### config.mk
export PLATFORM = sky130hd
export DESIGN_NAME = ser_addr_extract
export DESIGN_NICKNAME = d
export VERILOG_FILES = /design/src/rtl/sal_pkg.sv /design/src/rtl/sal_sync.sv /design/src/rtl/sal_clk_mon.sv /design/src/rtl/sal_parser.sv /design/src/rtl/ser_addr_extract.sv
export SDC_FILE = /design/constraint.sdc
export NUM_CORES = 1
export LEC_CHECK = 0
export BUFFER_PORTS_ARGS = -buffer_cell sky130_fd_sc_hd__buf_2
export CAP_MARGIN = 20
export CORE_MARGIN = 2
export CORE_UTILIZATION = 58
export CTS_BUF_LIST = sky130_fd_sc_hd__clkbuf_16
export CTS_CLUSTER_SIZE = 10
export DETAILED_ROUTE_END_ITERATION = 8
export GPL_ROUTABILITY_DRIVEN = 0
export PLACE_DENSITY = 0.82
export SYNTH_ARGS = -nofsm -noshare
export SYNTH_HDL_FRONTEND = slang
export SYNTH_SLANG_ARGS = --single-unit
### constraint.sdc
create_clock -name clk -period 2.29 [get_ports clk]
set_input_delay 0.458 -clock clk [delete_from_list [all_inputs] [get_ports clk]]
set_output_delay 0.458 -clock clk [all_outputs]
set_load 0.05 [all_outputs]
### src/rtl/sal_pkg.sv
package sal_pkg;

    typedef enum logic [2:0] {
        PS_IDLE,
        PS_HUNT,
        PS_ADDR,
        PS_DONE,
        PS_DRAIN
    } pstate_e;

    // delimiter as seen in the hunt window, oldest bit in the MSB
    localparam logic [7:0] SFD_WINDOW = 8'b1010_1011;

endpackage

### src/rtl/sal_sync.sv
module sal_sync #(
    parameter int             STAGES  = 2,
    parameter int             W       = 1,
    parameter logic [W-1:0]   RST_VAL = '0
) (
    input  logic         clk,
    input  logic         rst_n,
    input  logic [W-1:0] d_i,
    output logic [W-1:0] q_o
);

    logic [STAGES-1:0][W-1:0] stg_d, stg_q;

    always_comb begin
        stg_d[0] = d_i;
        for (int s = 1; s < STAGES; s++) begin
            stg_d[s] = stg_q[s-1];
        end
    end

    always_ff @(posedge clk) begin
        if (!rst_n) begin
            stg_q <= {STAGES{RST_VAL}};
        end else begin
            stg_q <= stg_d;
        end
    end

    assign q_o = stg_q[STAGES-1];

endmodule

### src/rtl/sal_clk_mon.sv
module sal_clk_mon #(
    parameter int LOC_LIMIT  = 16,
    parameter int QUAL_EDGES = 4
) (
    input  logic clk,
    input  logic rst_n,
    input  logic sclk_s,
    output logic rise_o,
    output logic loss_o,
    output logic ok_o
);

    localparam int LOW_W  = $clog2(LOC_LIMIT + 2);
    localparam int EDGE_W = $clog2(QUAL_EDGES + 1);
    localparam logic [LOW_W-1:0]  LOW_TRIP = LOW_W'(LOC_LIMIT);
    localparam logic [LOW_W-1:0]  LOW_SAT  = LOW_W'(LOC_LIMIT + 1);
    localparam logic [EDGE_W-1:0] EDGE_MAX = EDGE_W'(QUAL_EDGES);

    typedef struct packed {
        logic              prev;
        logic [LOW_W-1:0]  low_cnt;
        logic [EDGE_W-1:0] edges;
        logic              ok;
        logic              loss;
    } mon_t;

    mon_t m_d, m_q;
    logic rise;

    assign rise = sclk_s & ~m_q.prev;

    always_comb begin
        m_d      = m_q;
        m_d.prev = sclk_s;
        m_d.loss = 1'b0;
        if (sclk_s) begin
            m_d.low_cnt = '0;
        end else if (m_q.low_cnt != LOW_SAT) begin
            m_d.low_cnt = m_q.low_cnt + 1'b1;
        end
        if (!sclk_s && m_q.low_cnt == LOW_TRIP) begin
            m_d.loss  = 1'b1;
            m_d.edges = '0;
            m_d.ok    = 1'b0;
        end else if (rise && m_q.edges != EDGE_MAX) begin
            m_d.edges = m_q.edges + 1'b1;
            m_d.ok    = (m_q.edges + 1'b1) == EDGE_MAX;
        end
    end

    always_ff @(posedge clk) begin
        if (!rst_n) begin
            m_q <= '0;
        end else begin
            m_q <= m_d;
        end
    end

    assign rise_o = rise;
    assign loss_o = m_q.loss;
    assign ok_o   = m_q.ok;

    assert_loss_clears_ok_R7: assert property (@(posedge clk) disable iff (!rst_n)
        loss_o |-> !ok_o);

    assert_ok_after_edge_R2: assert property (@(posedge clk) disable iff (!rst_n)
        $rose(ok_o) |-> $past(rise_o));

endmodule

### src/rtl/sal_parser.sv
module sal_parser
    import sal_pkg::*;
#(
    parameter int SEG_W         = 16,
    parameter int SEGS_PER_ADDR = 3
) (
    input  logic                             clk,
    input  logic                             rst_n,
    input  logic                             bit_stb,
    input  logic                             bit_val,
    input  logic                             clk_ok,
    input  logic                             loss,
    input  logic                             nrdy,
    input  logic                             lkp_busy,
    output logic                             seg_vld,
    output logic [SEG_W-1:0]                 seg_data,
    output logic                             seg_src,
    output logic [$clog2(SEGS_PER_ADDR)-1:0] seg_idx,
    output logic                             frame_err,
    output logic                             abort_o
);

    localparam int BPS    = SEG_W / 8;
    localparam int BC_W   = (BPS > 1) ? $clog2(BPS) : 1;
    localparam int NSEG   = 2 * SEGS_PER_ADDR;
    localparam int SC_W   = $clog2(NSEG);
    localparam int IDX_W  = $clog2(SEGS_PER_ADDR);
    localparam logic [BC_W-1:0] BYTE_LAST = BC_W'(BPS - 1);
    localparam logic [SC_W-1:0] SEG_LAST  = SC_W'(NSEG - 1);
    localparam logic [SC_W-1:0] SEGS_C    = SC_W'(SEGS_PER_ADDR);

    typedef struct packed {
        pstate_e          st;
        logic [7:0]       win;
        logic [2:0]       bitc;
        logic [BC_W-1:0]  bytec;
        logic [7:0]       sh;
        logic [SEG_W-1:0] sbuf;
        logic [SC_W-1:0]  segc;
        logic             vld;
        logic [SEG_W-1:0] data;
        logic             src;
        logic [IDX_W-1:0] idx;
        logic             err;
    } preg_t;

    preg_t p_d, p_q;
    logic [7:0] sh_next;
    logic [7:0] win_next;
    logic       is_src;

    assign sh_next  = {bit_val, p_q.sh[7:1]};
    assign win_next = {p_q.win[6:0], bit_val};
    assign is_src   = p_q.segc >= SEGS_C;

    always_comb begin
        p_d     = p_q;
        p_d.vld = 1'b0;
        p_d.err = 1'b0;
        unique case (p_q.st)
            PS_IDLE: begin
                if (clk_ok && !nrdy) begin
                    p_d.st  = PS_HUNT;
                    p_d.win = '0;
                end
            end
            PS_HUNT: begin
                if (nrdy) begin
                    p_d.st = PS_DRAIN;
                end else if (loss) begin
                    p_d.st = PS_IDLE;
                end else if (bit_stb) begin
                    p_d.win = win_next;
                    if (win_next == SFD_WINDOW) begin
                        p_d.st    = PS_ADDR;
                        p_d.bitc  = '0;
                        p_d.bytec = '0;
                        p_d.segc  = '0;
                        p_d.sh    = '0;
                        p_d.sbuf  = '0;
                    end
                end
            end
            PS_ADDR: begin
                if (nrdy) begin
                    p_d.st = PS_DRAIN;
                end else if (loss) begin
                    p_d.err = 1'b1;
                    p_d.st  = PS_IDLE;
                end else if (bit_stb) begin
                    p_d.sh = sh_next;
                    if (p_q.bitc == 3'd7) begin
                        p_d.bitc = '0;
                        p_d.sbuf = {p_q.sbuf[SEG_W-9:0], sh_next};
                        if (p_q.bytec == BYTE_LAST) begin
                            p_d.bytec = '0;
                            p_d.vld   = 1'b1;
                            p_d.data  = {p_q.sbuf[SEG_W-9:0], sh_next};
                            p_d.src   = is_src;
                            p_d.idx   = IDX_W'(is_src ? (p_q.segc - SEGS_C) : p_q.segc);
                            if (p_q.segc == SEG_LAST) begin
                                p_d.st = PS_DONE;
                            end else begin
                                p_d.segc = p_q.segc + 1'b1;
                            end
                        end else begin
                            p_d.bytec = p_q.bytec + 1'b1;
                        end
                    end else begin
                        p_d.bitc = p_q.bitc + 1'b1;
                    end
                end
            end
            PS_DONE: begin
                if (nrdy) begin
                    p_d.st = PS_DRAIN;
                end else if (loss) begin
                    p_d.st = PS_IDLE;
                end
            end
            PS_DRAIN: begin
                if (!lkp_busy) begin
                    p_d.st = PS_IDLE;
                end
            end
            default: p_d.st = PS_IDLE;
        endcase
    end

    always_ff @(posedge clk) begin
        if (!rst_n) begin
            p_q    <= '0;
            p_q.st <= PS_IDLE;
        end else begin
            p_q <= p_d;
        end
    end

    assign seg_vld   = p_q.vld;
    assign seg_data  = p_q.data;
    assign seg_src   = p_q.src;
    assign seg_idx   = p_q.idx;
    assign frame_err = p_q.err;
    assign abort_o   = (p_q.st == PS_DRAIN);

    assert_idx_range_R4: assert property (@(posedge clk) disable iff (!rst_n)
        seg_vld |-> (seg_idx < IDX_W'(SEGS_PER_ADDR)));

    assert_seg_needs_clk_R2: assert property (@(posedge clk) disable iff (!rst_n)
        seg_vld |-> $past(clk_ok));

    assert_err_single_R7: assert property (@(posedge clk) disable iff (!rst_n)
        frame_err |=> !frame_err);

    assert_abort_hold_R10: assert property (@(posedge clk) disable iff (!rst_n)
        (abort_o && lkp_busy) |=> abort_o);

    assert_abort_quiet_R10: assert property (@(posedge clk) disable iff (!rst_n)
        abort_o |-> !seg_vld);

endmodule

### src/rtl/ser_addr_extract.sv
module ser_addr_extract #(
    parameter int SYNC_STAGES   = 2,
    parameter int LOC_LIMIT     = 16,
    parameter int QUAL_EDGES    = 4,
    parameter int SEG_W         = 16,
    parameter int SEGS_PER_ADDR = 3
) (
    input  logic                             clk,
    input  logic                             rst_n,
    input  logic                             ser_clk,
    input  logic                             ser_dat,
    input  logic                             net_rdy_n,
    input  logic                             lkp_busy,
    output logic                             seg_vld,
    output logic [SEG_W-1:0]                 seg_data,
    output logic                             seg_src,
    output logic [$clog2(SEGS_PER_ADDR)-1:0] seg_idx,
    output logic                             frame_err,
    output logic                             abort_o,
    output logic                             clk_ok
);

    logic [2:0] raw_in;
    logic [2:0] syn_out;
    logic       bit_stb;
    logic       loss;

    assign raw_in = {net_rdy_n, ser_dat, ser_clk};

    sal_sync #(
        .STAGES  (SYNC_STAGES),
        .W       (3),
        .RST_VAL (3'b100)
    ) sync_i (
        .clk   (clk),
        .rst_n (rst_n),
        .d_i   (raw_in),
        .q_o   (syn_out)
    );

    sal_clk_mon #(
        .LOC_LIMIT  (LOC_LIMIT),
        .QUAL_EDGES (QUAL_EDGES)
    ) mon_i (
        .clk    (clk),
        .rst_n  (rst_n),
        .sclk_s (syn_out[0]),
        .rise_o (bit_stb),
        .loss_o (loss),
        .ok_o   (clk_ok)
    );

    sal_parser #(
        .SEG_W         (SEG_W),
        .SEGS_PER_ADDR (SEGS_PER_ADDR)
    ) prs_i (
        .clk       (clk),
        .rst_n     (rst_n),
        .bit_stb   (bit_stb),
        .bit_val   (syn_out[1]),
        .clk_ok    (clk_ok),
        .loss      (loss),
        .nrdy      (syn_out[2]),
        .lkp_busy  (lkp_busy),
        .seg_vld   (seg_vld),
        .seg_data  (seg_data),
        .seg_src   (seg_src),
        .seg_idx   (seg_idx),
        .frame_err (frame_err),
        .abort_o   (abort_o)
    );

endmodule

# [Word level (Yosys, flattened, before mapping)]
# Index checks and enable logic that the tools add are counted.
[classes] mul=0 muxes=32 div=0 eq_ne=30 add_sub_neg=6 n_shift=0 reduce_logical=18 bitwise=8 order_cmp=1
[ops] op="51-bit 2-to-1 mux" count=2
[ops] op="38-bit 2-to-1 mux" count=2
[ops] op="31-bit one-hot mux with 2 select lines" count=1
[ops] op="52-bit 2-to-1 mux" count=1
[ops] op="3-bit 2-to-1 mux" count=14
[ops] op="42-bit 2-to-1 mux" count=1
[ops] op="39-bit 2-to-1 mux" count=1
[ops] op="31-bit 2-to-1 mux" count=1
[ops] op="23-bit 2-to-1 mux" count=1
[ops] op="9-bit AND reduction" count=2
[ops] op="2-bit != test, second input constant" count=8
[ops] op="4-bit by 3-bit != test with 1-bit output, second input constant" count=4
[ops] op="3-bit one-hot mux with 5 select lines" count=1
[ops] op="7-bit one-hot mux with 2 select lines" count=1
[ops] op="3-bit equality test, second input constant" count=4
[ops] op="11-bit 2-to-1 mux" count=1
[ops] op="11-bit AND reduction" count=1
[ops] op="3-bit by 1-bit adder with 3-bit output, second input constant" count=3
[ops] op="8-bit equality test, second input constant" count=1
[ops] op="2-bit by 1-bit != test with 1-bit output, second input constant" count=4
[ops] op="4-bit != test, second input constant" count=2
[ops] op="8-bit AND reduction" count=1
[ops] op="1-bit inverter" count=7
[ops] op="3-bit by 2-bit equality test with 1-bit output, second input constant" count=2
[ops] op="20 further kinds" count=29
[word_totals] regBits=71 mem_bits_rw=0 latch_bits=0 n_memories=0 rom_bits=0 elab_cells=114

# [Logic depth before layout (Yosys ltp)]
[logic_depth] depth_word=8 mapped_depth=7

# [Cells and area by module]
# From an unflattened synthesis, not the netlist that was laid out.
[unflattened] cells_unflattened=354 area_unflattened_um2=3037.9
[by_module_without_submodules] mod="sal_parser" instances=1 cells_per_inst=285 area_each_um2=2343.5
[by_module_without_submodules] mod="sal_clk_mon" instances=1 cells_per_inst=57 area_each_um2=536.8
[by_module_without_submodules] mod="sal_sync" instances=1 cells_per_inst=12 area_each_um2=157.7

# [Worst setup path after synthesis]
# Ideal clock, no wire load.
[synth_path] path_kind="register to register" startpoint="register prs_i.p_q[62] (netlist name)" endpoint="register prs_i.p_q[21] (netlist name)" arrival_ns=1.679 stages_incl_launch_ff=7 slack_ns=0.539 cell_sequence="dfxtp_1 buf_6 or3b_1 buf_2 or3_4 or3_1 mux2i_1"
[synth_between] elab_chain_cells=3 elab_cells_between_ends=15
[synth_rtl] element="from (decl)" line="sal_parser.sv:47" source="preg_t p_d, p_q;"
[synth_rtl] element="from (signal assigned)" line="sal_parser.sv:135" source="p_q <= p_d;"
[synth_rtl] element="3-bit by 2-bit equality test with 1-bit output or 3-bit by 1-bit equality test with 1-bit output (tied branches)" line="sal_parser.sv:60" source="unique case (p_q.st)"
[synth_rtl] element="2-bit by 1-bit != test with 1-bit output (no source line) (tied with other cells)"
[synth_rtl] element="11-bit AND reduction (no source line)"
# Parallel ways exist; a longest one is shown, timed or not.
# A chain may end at the register's enable or synchronous reset.

# [Worst setup path in the final report]
[layout_path] startpoint="register prs_i.p_q[62] (netlist name)" endpoint="register prs_i.p_q[25] (netlist name)"
[layout_between] elab_chain_cells=3 elab_cells_between_ends=13
[layout_rtl] element="3-bit by 2-bit equality test with 1-bit output or 3-bit by 1-bit equality test with 1-bit output (tied branches)" line="sal_parser.sv:60"
[layout_rtl] element="2-bit by 1-bit != test with 1-bit output (no source line) (tied with other cells)"
[layout_rtl] element="9-bit AND reduction (no source line)"
# Parallel ways exist; a longest one is shown, timed or not.

==> flow_summary.yaml <==
min_path:
  worstHoldPathCells: 2
  worst_min_delay_path_class: "in -> reg"
  hp-start: "net_rdy_n"
run:
  drv_cap: 0
synth:
  synthFlopType: "sky130_fd_sc_hd__dfxtp_1"
  dominant_combinational_cell_family_by_area_after_synthesis: "simple AND/OR/NAND/NOR gates"
  synth-edff-count: 0
  yosysWarnings: 0
  syn_area_sq_um: 2990
  synth_seq_cells: 70
  postSynthNetCount: 338
  yosysUniqueCellTypes: 48
  synthesis.instances: 321
  share_of_synthesized_area_occupied_by_flip_flops_and_latches_pct: 46.9
  synth-compound-area-share_pct: 18.1
  yosys.area_share.xor_xnor_pct: 2.05
  proportion_of_synthesized_area_in_mux_cells_pct: 0.335
  post_synth_arst_share_pct: 0
  synth_area_per_cell_sq_um: 9.31
  synth_adder_area_share_pct: 4.60
  post_synth_and_or_nand_nor_area_fraction_pct: 19.8
place:
  portBuffers: 28
  dpl.hpwl_mm: 3.65
sta:
  setup_total_negative_slack_ns: 0
  slew_violations: 0
  hold_viol: 0
  layout_worst_path_cycle_share_pct: 92.5
  max_freq_mhz: 472
  maxSlewHeadroom_pct: 34.3
  finalWorstPathRequiredPeriod_ns: 2.12
  worst_clock_skew_ns: 0.00270
  unrepaired_setup_endpoints_after_global_routing: "false"
  finalSetupViolCount: 0
  worst_pin_slew_ns: 0.985
clock_network:
  cts.hold.buffers_added: 0
  cts_num_sinks: 70
  cts_setup_buffers: 0
  postCtsResizedCells: 0
  cts.path.max_buffers: 2
  tritoncts: "built"
  h-tree-depth: 3
  numCtsBuffers: 9
  clk_pin_slew_ns: 0.05
  cts_root_buf: "sky130_fd_sc_hd__clkbuf_16"
  worstSkewPairLatency_ns: 0.32
global_route:
  via_count_of_the_first_global_routing_pass: 2035
  grt_overflow_total: 0
  antenna_found_initial: 0
  grt_pass1_wl_mm: 8.79
  gr-usage-all-layers_pct: 20.6
  grt_max_degree: 23
worst_setup_path:
  crit_path_end_kind: "flop"
  timing.critical_path.fanout_max: 10
  worst-endpoint-required_ns: 2.55
  startpoint: "prs_i.p_q[62]"
  path_cells: "or3b_1 -> nor2_1 -> a221oi_1 -> a22o_1"
  crit_path_start_kind: "flop"
  timing.setup.critical_path_class: "reg -> reg"
  crit_cells: 4
  timing.reg2reg.worst_path_depth: 4
  critPathMaxStageDelay_ns: 0.87
  slowest_cell_on_crit_path: "sky130_fd_sc_hd__a221oi_1"
  cp_data_arrival_time_ns: 2.38
  rr_startpoint: "prs_i.p_q[62]"
  worstPathBufferInverterCount: 0
  crit_family: "compound AO/OA/AOI/OAI gates"
finish:
  multi_input_comb_area_sq_um: 1350
  mostFrequentLayoutCells: "sky130_fd_sc_hd__dfxtp_1, sky130_fd_sc_hd__nand2_1, sky130_fd_sc_hd__a21oi_1"
  num-fill-cells: 422
  area.growth.synth_to_final_pct: 10.5
  n_antenna_cell: 0
  nNetsFinal: 350
  mostFrequentLayoutCell: "sky130_fd_sc_hd__dfxtp_1"
  drive_above_1_share_pct: 16.4
  sequential_cell_area_sq_um: 1400
detailed_routing:
  wirelength_mm: 5.37
  drc_errors: 0
  dr.pass1.iters: 4
  ant_nets: 0
  avgViaCountPerCell: 5.57
  detail_route.wl_per_cell_microns: 13.2
  num_vias: 2260
  drt_first_iter_violations: 139
floorplanning:
  placementRows: 26
  fp.dieArea_sq_um: 5740
  core-area_sq_um: 5040
  pin_count: 29
  die_width_microns: 75.8
  chipHeight_microns: 75.8
  effective_utilization_at_floorplan_pct: 59.3
power_and_ir_drop:
  worst_ir_drop_vdd_mv: 0.491
  power_density_nw_per_um2: 743
  p_leak_nw: 1.32
  p_total_mw: 2.46
status:
  result_of_the_run: "finished, final reports clean"
[power breakdown]
| part | total [mW] | internal (mW) | switching [mW] |
|---|---|---|---|
| Clock | 1.15 | 0.701 | 0.448 |
| Sequential | 1.24 | 1.23 | 0.0111 |
| Combinational | 0.0642 | 0.0236 | 0.0405 |
[kinds of logic after synthesis]
group                      Yosys count
xor gates and xnor gates             7
buffers and inverters               42
AOI/OAI and AO/OA                   77
DFF                                 70
muxes                                1
and+or+nand+nor                    113
adders and majority gates           11
[final timing paths]
path	to	slack, ns
worst min-delay path	sync_i.stg_d[5]	0.31
worst min register to register	sync_i.q_o[2]	0.41
worst max register to register	prs_i.p_q[25]	0.17
worst max-delay path	prs_i.p_q[25]	0.17
[state kept, by name, summed over array words and instances, names as in the netlist, 2 cells and up]
name and count:
mon_i.m_q 9, prs_i.p_q 32, prs_i.seg_data 16, prs_i.seg_idx 2, sync_i.q_o 3, sync_i.stg_d 3
[synthesized netlist by cell type, drive strengths merged (3+ instances only)]
cell / number / share of area (%)
nor3: 5 / 1.2
nand4: 8 / 1.7
and2: 7 / 1.5
a21oi: 30 / 5.0
or3: 3 / 0.80
nor2: 16 / 2.0
xor2: 4 / 1.2
nor3b: 5 / 1.3
nand2: 46 / 5.8
o21ai: 11 / 1.8
ha: 11 / 4.6
nand2b: 5 / 1.0
nand3: 8 / 1.3
a22o: 17 / 5.0
xnor2: 3 / 0.88
buf: 24 / 5.9
clkbuf: 10 / 1.3
dfxtp: 70 / 47
inv: 8 / 1.0
[worst reg2reg max path, cell delays in order, from the launching register on]
cell and delay (ns):
sky130_fd_sc_hd__dfxtp_1 0.48, sky130_fd_sc_hd__or3b_1 0.32, sky130_fd_sc_hd__nor2_1 0.14, sky130_fd_sc_hd__a221oi_1 0.87
sky130_fd_sc_hd__a22o_1 0.25
[layer usage]
metal	GRT usage, %	vias up	wire length [microns]
met2	35.7	46	2610
met5	0	-	0
met1	23.1	1055	2450
met3	4.76	12	183
met4	11.5	0	125
li1	-	1147	-
[layout make-up]
type                       count  share of cell area, %
tap                           70                   2.65
clock buffer                   9                   6.82
multi-input combinational    209                   40.8
sequential                    70                   42.4
inverter                       8                  0.909
timing repair buffer          35                   5.83
clock inverter                 5                  0.606
[stage by stage]
stage	cells	util [%]	worst slack, ns	hold slack [ns]	instance area, sq um
2_1_floorplan	321	-	0.539	0.386	2990
3_3_place_gp	392	60.7	0.346	0.393	3060
3_5_place_dp	392	60.7	0.191	0.397	3060
4_1_cts	406	65.5	0.185	0.304	3300
5_1_grt	406	65.5	0.0466	0.308	3300
6_report	406	65.5	0.173	0.314	3300
Power figures use the tool's default switching activity.
